==> src/rtl/wdg_pkg.sv <==
package wdg_pkg;

  typedef enum logic [1:0] {
    WD_IDLE   = 2'd0,
    WD_STAGE1 = 2'd1,
    WD_STAGE2 = 2'd2,
    WD_FIRED  = 2'd3
  } wd_state_e;

  typedef struct packed {
    logic start;
    logic restart;
    logic stop;
    logic rekey;
  } wd_cmd_t;

endpackage

==> src/rtl/wdg_key_ctrl.sv <==
module wdg_key_ctrl
  import wdg_pkg::*;
#(
  parameter int unsigned KEY_W = 3
) (
  input  logic             clk_i,
  input  logic             rst_ni,
  input  logic             wr_valid_i,
  input  logic             wr_enable_i,
  input  logic [KEY_W-1:0] wr_key_i,
  input  wd_state_e        state_i,
  output wd_cmd_t          cmd_o
);

  logic [KEY_W-1:0] key_q;
  logic             live;
  logic             inv_match;

  assign live      = (state_i == WD_STAGE1) || (state_i == WD_STAGE2);
  assign inv_match = (wr_key_i == ~key_q);

  always_comb begin
    cmd_o = '0;
    if (wr_valid_i) begin
      if (state_i == WD_IDLE) begin
        cmd_o.start = wr_enable_i;
      end else if (live) begin
        if (inv_match) begin
          cmd_o.restart = wr_enable_i;
          cmd_o.stop    = !wr_enable_i;
        end else begin
          cmd_o.rekey = 1'b1;
        end
      end
    end
  end

  always_ff @(posedge clk_i or negedge rst_ni) begin
    if (!rst_ni) begin
      key_q <= '0;
    end else if (cmd_o.start || cmd_o.restart || cmd_o.rekey) begin
      key_q <= wr_key_i;
    end
  end

  assert_rekey_stores_R7: assert property (@(posedge clk_i) disable iff (!rst_ni)
    (live && wr_valid_i && (wr_key_i != ~key_q)) |=> (key_q == $past(wr_key_i)));

  assert_restart_flips_key_R6: assert property (@(posedge clk_i) disable iff (!rst_ni)
    (live && wr_valid_i && wr_enable_i && (wr_key_i == ~key_q)) |=> (key_q == ~$past(key_q)));

endmodule

==> src/rtl/wdg_stage_timer.sv <==
module wdg_stage_timer
  import wdg_pkg::*;
#(
  parameter int unsigned TIMEOUT1_CYCLES = 5_000_000,
  parameter int unsigned TIMEOUT2_CYCLES = 165_000
) (
  input  logic      clk_i,
  input  logic      rst_ni,
  input  wd_cmd_t   cmd_i,
  output wd_state_e state_o,
  output logic      nmi_o,
  output logic      chip_rst_o
);

  localparam int unsigned MAX_T = (TIMEOUT1_CYCLES > TIMEOUT2_CYCLES) ? TIMEOUT1_CYCLES : TIMEOUT2_CYCLES;
  localparam int unsigned CNT_W = (MAX_T > 1) ? $clog2(MAX_T) : 1;
  localparam logic [CNT_W-1:0] LAST1 = CNT_W'(TIMEOUT1_CYCLES - 1);
  localparam logic [CNT_W-1:0] LAST2 = CNT_W'(TIMEOUT2_CYCLES - 1);

  wd_state_e        state_q, state_d;
  logic [CNT_W-1:0] cnt_q, cnt_d;
  logic             nmi_q, nmi_d;

  always_comb begin
    state_d = state_q;
    cnt_d   = cnt_q;
    nmi_d   = 1'b0;
    unique case (state_q)
      WD_IDLE: begin
        if (cmd_i.start) begin
          state_d = WD_STAGE1;
          cnt_d   = '0;
        end
      end
      WD_STAGE1: begin
        if (cmd_i.stop) begin
          state_d = WD_IDLE;
          cnt_d   = '0;
        end else if (cmd_i.restart) begin
          cnt_d = '0;
        end else if (cnt_q == LAST1) begin
          state_d = WD_STAGE2;
          cnt_d   = '0;
          nmi_d   = 1'b1;
        end else begin
          cnt_d = cnt_q + 1'b1;
        end
      end
      WD_STAGE2: begin
        if (cmd_i.stop) begin
          state_d = WD_IDLE;
          cnt_d   = '0;
        end else if (cmd_i.restart) begin
          state_d = WD_STAGE1;
          cnt_d   = '0;
        end else if (cnt_q == LAST2) begin
          state_d = WD_FIRED;
          cnt_d   = '0;
        end else begin
          cnt_d = cnt_q + 1'b1;
        end
      end
      WD_FIRED: begin
        state_d = WD_FIRED;
      end
      default: begin
        state_d = WD_IDLE;
        cnt_d   = '0;
      end
    endcase
  end

  always_ff @(posedge clk_i or negedge rst_ni) begin
    if (!rst_ni) begin
      state_q <= WD_IDLE;
      cnt_q   <= '0;
      nmi_q   <= 1'b0;
    end else begin
      state_q <= state_d;
      cnt_q   <= cnt_d;
      nmi_q   <= nmi_d;
    end
  end

  assign state_o    = state_q;
  assign nmi_o      = nmi_q;
  assign chip_rst_o = (state_q == WD_FIRED);

  assert_nmi_pulse_R3: assert property (@(posedge clk_i) disable iff (!rst_ni)
    nmi_q |=> !nmi_q);

  assert_fired_sticky_R4: assert property (@(posedge clk_i) disable iff (!rst_ni)
    (state_q == WD_FIRED) |=> (state_q == WD_FIRED));

  assert_fire_from_grace_R4: assert property (@(posedge clk_i) disable iff (!rst_ni)
    $rose(chip_rst_o) |-> ($past(state_q) == WD_STAGE2));

  assert_stop_lands_idle_R5: assert property (@(posedge clk_i) disable iff (!rst_ni)
    cmd_i.stop |=> (state_q == WD_IDLE));

  assert_rekey_no_reload_R7: assert property (@(posedge clk_i) disable iff (!rst_ni)
    ((state_q == WD_STAGE1) && cmd_i.rekey && (cnt_q != LAST1)) |=> (cnt_q == CNT_W'($past(cnt_q) + 1'b1)));

  assert_service_beats_fire_R9: assert property (@(posedge clk_i) disable iff (!rst_ni)
    ((state_q == WD_STAGE2) && (cmd_i.restart || cmd_i.stop)) |=> !chip_rst_o);

  assert_quiet_when_fired_R10: assert property (@(posedge clk_i) disable iff (!rst_ni)
    chip_rst_o |-> !nmi_o);

endmodule

==> src/rtl/wdg_keyed_watchdog.sv <==
module wdg_keyed_watchdog
  import wdg_pkg::*;
#(
  parameter int unsigned TIMEOUT1_CYCLES = 5_000_000,
  parameter int unsigned TIMEOUT2_CYCLES = 165_000,
  parameter int unsigned KEY_W           = 3
) (
  input  logic             clk_i,
  input  logic             rst_ni,
  input  logic             wr_valid_i,
  input  logic             wr_enable_i,
  input  logic [KEY_W-1:0] wr_key_i,
  output logic             nmi_o,
  output logic             chip_rst_o
);

  wd_state_e state;
  wd_cmd_t   cmd;

  wdg_key_ctrl #(
    .KEY_W(KEY_W)
  ) u_key (
    .clk_i      (clk_i),
    .rst_ni     (rst_ni),
    .wr_valid_i (wr_valid_i),
    .wr_enable_i(wr_enable_i),
    .wr_key_i   (wr_key_i),
    .state_i    (state),
    .cmd_o      (cmd)
  );

  wdg_stage_timer #(
    .TIMEOUT1_CYCLES(TIMEOUT1_CYCLES),
    .TIMEOUT2_CYCLES(TIMEOUT2_CYCLES)
  ) u_timer (
    .clk_i     (clk_i),
    .rst_ni    (rst_ni),
    .cmd_i     (cmd),
    .state_o   (state),
    .nmi_o     (nmi_o),
    .chip_rst_o(chip_rst_o)
  );

  assert_idle_ignores_disable_R2: assert property (@(posedge clk_i) disable iff (!rst_ni)
    ((state == WD_IDLE) && wr_valid_i && !wr_enable_i) |=> (state == WD_IDLE));

  assert_idle_is_quiet_R1: assert property (@(posedge clk_i) disable iff (!rst_ni)
    (state == WD_IDLE) |-> (!chip_rst_o));

endmodule

==> config.mk <==
export PLATFORM = sky130hd
export DESIGN_NAME = wdg_keyed_watchdog
export DESIGN_NICKNAME = d
export VERILOG_FILES = /design/src/rtl/wdg_pkg.sv /design/src/rtl/wdg_key_ctrl.sv /design/src/rtl/wdg_stage_timer.sv /design/src/rtl/wdg_keyed_watchdog.sv
export SDC_FILE = /design/constraint.sdc
export NUM_CORES = 1
export LEC_CHECK = 0
export BUFFER_PORTS_ARGS = -buffer_cell sky130_fd_sc_hd__clkbuf_2
export CAP_MARGIN = 20
export CELL_PAD_IN_SITES_DETAIL_PLACEMENT = 0
export CELL_PAD_IN_SITES_GLOBAL_PLACEMENT = 2
export CORE_AREA = 2 2 70 85
export CTS_CLUSTER_DIAMETER = 80
export DETAILED_ROUTE_END_ITERATION = 7
export DIE_AREA = 0 0 72 87
export GPL_TIMING_DRIVEN = 1
export HOLD_SLACK_MARGIN = 0.1
export PLACE_DENSITY = 0.81
export REMOVE_ABC_BUFFERS = 1
export SLEW_MARGIN = 40
export SYNTH_ARGS = -nofsm -noshare
export SYNTH_HDL_FRONTEND = slang
export SYNTH_HIERARCHICAL = 1
export SYNTH_SLANG_ARGS = --single-unit
==> constraint.sdc <==
create_clock -name clk_i -period 2.3 [get_ports clk_i]
set_input_delay 0.23 -clock clk_i [delete_from_list [all_inputs] [get_ports clk_i]]
set_output_delay 0.23 -clock clk_i [all_outputs]
set_load 0.1 [all_outputs]
# Word level (Yosys, flattened, before mapping)
# Index checks and enable logic that the tools add are counted.
# word_totals
regBits,29
input_bits,7
word_cells,50
# op_classes
addsub,1
n_eq_ne,10
n_mux,26
bitwise,1
reduce_logical,8
# op_table
cell,count
$mux W23,7
$pmux W23 S3,1
$add A23 B1 Y23 const B,1
$eq A23 B18 Y1 const B,1
$eq A23 B23 Y1 const B,1
$mux W2,8
$pmux W2 S4,1
$mux W1,6
$mux W3,2
$eq A2 B2 Y1 const B,2
$mux W4,1
$ne A4 B2 Y1 const B,1
$reduce_and A4 Y1,1
$eq A3 B3 Y1,1
$logic_or A1 B1 Y1,3
$ne A3 B2 Y1 const B,1
$ne A3 B3 Y1 const B,1
$not A3 Y3,1
$reduce_bool A3 Y1,1
$eq A2 B1 Y1 const B,1
$logic_not A2 Y1,1
$ne A2 B1 Y1 const B,1
$reduce_and A2 Y1,1
$logic_not A1 Y1,1

# Longest topological paths before layout
# depth
depth_word,9
ltp_mapped,12

# Cells and area by module
# The synthesis kept the hierarchy.
# by_module_without_submodules
module,n_inst,cells_per_inst,area_per_inst_um2
wdg_stage_timer,1,178,1590.3
wdg_key_ctrl,1,23,246.5

# Least setup slack after synthesis
# OpenSTA, ideal clock, no wires.
# synth_path
path_kind,reg-to-reg
start,register u_timer.state_q[0] (netlist: u_timer/state_o[0])
end,register u_timer.cnt_q[17]
setup_time_ns,0.121
t_arrival_ns,2.119
required_time_ns,2.179
slack_ns,0.060
path_stages_with_launch,8
n_path_buf,3
period_less_slack_ns,2.240
path_cell_list,dfrtp_1 > ha_1 > nand2b_1 > buf_2 > a211oi_2 > buf_6 > buf_8 > a22o_1
# synth_via
elab_chain_cells,8
elab_cells_between_ends,16
classes_between,eq/ne: 3; mux: 9; reduce/logical: 4
# synth_lines
element,line,source
start: declaration,wdg_stage_timer.sv:20,"wd_state_e state_q, state_d;"
start signal: assignment,wdg_stage_timer.sv:79,state_q <= state_d;
$eq A2 B1 Y1 or $eq A2 B2 Y1 (tied branches),"wdg_key_ctrl.sv:19, wdg_stage_timer.sv:28",
$logic_or A1 B1 Y1,wdg_key_ctrl.sv:19,assign live = (state_i == WD_STAGE1) || (state_i == WD_STAGE2);
$mux W3,wdg_key_ctrl.sv:27,end else if (live) begin
$mux W3,wdg_key_ctrl.sv:25,if (state_i == WD_IDLE) begin
$mux W4,wdg_key_ctrl.sv:24,if (wr_valid_i) begin
$mux W23 (on tied branches),"wdg_stage_timer.sv:53, wdg_stage_timer.sv:39",
$mux W23 (on tied branches),"wdg_stage_timer.sv:50, wdg_stage_timer.sv:36",
$pmux W23 S3,wdg_stage_timer.sv:28,unique case (state_q)
end signal: assignment,wdg_stage_timer.sv:80,cnt_q <= cnt_d;
end: declaration,wdg_stage_timer.sv:21,"logic [CNT_W-1:0] cnt_q, cnt_d;"
# Parallel ways exist; a longest one is shown, timed or not.
# A chain may end at the register's enable or synchronous reset.

# Worst setup path after layout
# layout_path
start,register u_timer.cnt_q[0]
end,register u_timer.cnt_q[2]
# layout_via
elab_chain_cells,5
elab_cells_between_ends,10
classes_between,add/sub: 1; eq/ne: 2; mux: 7
# layout_lines
element,line
"$add A23 B1 Y23, or another cell as far along","wdg_stage_timer.sv:46, wdg_stage_timer.sv:60"
$mux W23 (on tied branches),"wdg_stage_timer.sv:56, wdg_stage_timer.sv:41"
$mux W23 (on tied branches),"wdg_stage_timer.sv:53, wdg_stage_timer.sv:39"
$mux W23 (on tied branches),"wdg_stage_timer.sv:50, wdg_stage_timer.sv:36"
$pmux W23 S3 *,wdg_stage_timer.sv:28
# Every way passes the cells marked *; elsewhere a longest branch is shown, timed or not.

==> flow_summary.json <==
{
  "grt_pass1_vias": 1738,
  "reg2reg_depth": 8,
  "path_class": "reg -> reg",
  "grt_max_degree": 30,
  "seq_area_frac_synth_pct": 39.5,
  "finalInstanceArea_um2": 2350,
  "finalClockSkew_ns": 0.00363,
  "yosysWarningCount": 6,
  "min_from": "wr_key_i[0]",
  "cp-start-kind": "register",
  "drv_cap": 0,
  "cts-root-buf": "clkbuf_8",
  "fin_crit_sh_pct": 97.3,
  "dieArea_um2": 6260,
  "die_w_um": 72,
  "powerDensity_nw_per_um2": 416,
  "nNetsFinal": 254,
  "row_count": 30,
  "drtAntennaViolNets": 0,
  "dr.pass1.iters": 5,
  "worst_pin_slew_ns": 0.695,
  "power_leakage_uw": 0.00107,
  "grt_pass1_wl_um": 8100,
  "min_path_cells": 2,
  "timing.reg2reg.setup_slack_ns": 0.06,
  "slowest_delay_ns": 0.40,
  "pin_count": 9,
  "gp_congestion": 0.785,
  "synthDistinctLibCells": 42,
  "worstPathMaxFanout": 8,
  "slew_viol_final": 0,
  "remaining_drc_errors": 0,
  "area.growth.synth_to_final_pct": 28.1,
  "io_buffers": 8,
  "vias": 1646,
  "start_util_pct": 33.3,
  "clk_path_buf_depth": 2,
  "crit_slowest_cell": "dfrtp_1",
  "dpl_cell_area_um2": 2080,
  "syn_inst": 201,
  "vias_per_cell": 5.41,
  "antennaDiodeCount": 0,
  "crit_arrival_ns": 2.44,
  "slew_headroom_pct": 53.6,
  "num-fill-cells": 554,
  "total_power_uw": 979,
  "status": "finished clean",
  "max_freq_ghz": 0.447,
  "htree_levels": 2,
  "avgSynthCellArea_um2": 9.14,
  "crit_chain": "ha_2, and4_1, and2_4, a31o_4, a211oi_4, buf_6, or2b_1, a31oi_1",
  "ys_ff_latch": 29,
  "dp_slack_ns": -0.193,
  "setup_ws_ns": 0.0631,
  "drive_above_1_share_pct": 28.3,
  "grt_overflow": 0,
  "synth_edf_count": 0,
  "die_h_um": 87,
  "setup_violations": 0,
  "synth_flop_cell": "dfrtp_1",
  "worstPathRequired_ns": 2.51,
  "cts_tree": "yes",
  "drt_iter0_drc": 75,
  "clk_latency_ns": 0.28,
  "totalWireLength_um": 4660,
  "design.core.area_um2": 5520,
  "synth_area_um2": 1840,
  "hold_viol_final": 0,
  "gr-usage-all-layers_pct": 16.7,
  "path_buf_inv": 1,
  "worstSetupEndpointType": "register",
  "hpwl_um": 3300,
  "rsz0062_at_grt": "yes",
  "cpLargestDelayFamily": "compound AO/OA/AOI/OAI gates",
  "cts.sinks": 29,
  "reg2reg_from": "u_timer/cnt_q[0]",
  "clk_pin_slew_ns": 0.06,
  "vdd_drop_max_v": 0.000182,
  "hold_path_class": "in -> reg",
  "worst_r2r_endpoint": "u_timer/cnt_q[2]",
  "async_reset_ff_share_pct": 100,
  "wire_per_inst_um": 15.3,
  "grt_antenna_before_repair": 0,
  "min_period_ns": 2.24,
  "holdPathEnd": "u_key/key_q[0]",
  "cts_buffers": 5
}
-- worst max-delay path by stage --
stage	startpoint	to	slack (ns)	depth (start not counted)
4_1_cts	u_timer/state_o[1]	u_timer/cnt_q[6]	-0.03	12
3_3_place_gp	u_timer/state_o[0]	u_timer/cnt_q[6]	-0.15	12
3_5_place_dp	u_timer/state_o[0]	u_timer/cnt_q[6]	-0.19	12
5_1_grt	u_timer/state_o[1]	u_timer/cnt_q[17]	-0.04	12
2_1_floorplan	u_timer/state_o[0]	u_timer/cnt_q[19]	-0.69	5
6_report	u_timer/cnt_q[0]	u_timer/cnt_q[2]	0.06	8
-- cell families after synthesis --
group / share of synthesized area [%]
muxes: 3.68
adders and majority gates: 4.77
buffers and inverters: 3.95
and+or+nand+nor: 26.5
xor gates and xnor gates: 4.29
AOI/OAI and AO/OA: 17.3
DFF: 39.5
-- layout by cell type (no fill, tap or decap), drive strengths merged, types with 4 or more instances in the layout --
cell | netlist | routed
a21oi | 14 | 14
a22o | 6 | 6
a31oi | 11 | 11
and3 | 5 | 5
buf | 5 | 30
clkbuf | 1 | 14
dfrtp | 29 | 29
ha | 7 | 7
inv | 6 | 6
mux2 | 6 | 6
nand2 | 17 | 17
nand3 | 9 | 9
nand4 | 5 | 5
nor2 | 21 | 21
nor3 | 6 | 6
nor4b | 5 | 5
o21ai | 13 | 13
xnor2 | 4 | 4
xor2 | 5 | 5
-- stage by stage --
step	setup TNS (ns)	utilization, %	hold slack [ns]	instances
after floorplan	-12.60	-	-0.0656	195
after global placement	-1.15	37.7	0.340	290
after detailed placement	-1.87	37.7	0.347	290
after CTS	-0.0631	41.2	0.190	303
after global routing	-0.0602	42.6	0.197	304
final	0	42.6	0.189	304
-- cell usage after synthesis, drive strengths merged, types with 2 or more instances --
cell type | n | area (um2)
a21oi | 14 | 70.1
a22o | 6 | 52.6
a31oi | 11 | 75.1
and3 | 5 | 31.3
and4 | 2 | 17.5
buf | 5 | 46.3
dfrtp | 29 | 726
ha | 7 | 87.6
inv | 6 | 22.5
mux2 | 6 | 67.6
nand2 | 17 | 63.8
nand2b | 3 | 18.8
nand3 | 9 | 45.0
nand4 | 5 | 31.3
nor2 | 21 | 81.3
nor2b | 3 | 18.8
nor3 | 6 | 30.0
nor4 | 2 | 12.5
nor4b | 5 | 43.8
o21ai | 13 | 65.1
or2b | 3 | 22.5
or3 | 2 | 12.5
xnor2 | 4 | 35.0
xor2 | 5 | 43.8
-- per-layer routing --
metal | track usage [%] | up-vias | wire (um)
met5 | 0 | - | 0
met4 | 7.03 | 0 | 74
met3 | 2.55 | 5 | 148
met2 | 30.5 | 32 | 2380
met1 | 19.2 | 799 | 2060
li1 | - | 810 | -
-- layout make-up --
| cell class | count | area (um2) | area share, % |
|---|---|---|---|
| Multi-Input combinational cell | 160 | 1150 | 49.1 |
| Timing Repair Buffer | 38 | 280 | 11.9 |
| Sequential cell | 29 | 726 | 30.9 |
| Inverter | 6 | 25.0 | 1.06 |
| Clock buffer | 7 | 86.3 | 3.67 |
| Tap cell | 64 | 80.1 | 3.40 |
-- report_power, final --
part / leakage [uW] / switching [uW] / internal [uW] / total [uW]
combinational: 0.000627 / 21.5 / 11.2 / 32.7
sequential: 0.000395 / 0 / 510 / 510
clock: 0.0000443 / 200 / 237 / 437
-- repair_timing --
| action | CTS | global route |
|---|---|---|
| gates cloned | 1 | 0 |
| resized for setup | 13 | 16 |
| setup buffers | 5 | 4 |
| endpoints found under the hold margin | 29 | 0 |
| pin swaps | 6 | 5 |
| hold buffers | 1 | 0 |
| endpoints found under the setup margin | 21 | 23 |
-- sequential cells by signal, summed over array words and instances, names as in the netlist --
name	count
u_timer/nmi_o	1
u_timer/state_o	2
u_timer/cnt_q	23
u_key/key_q	3
Power figures use the tool's default switching activity.
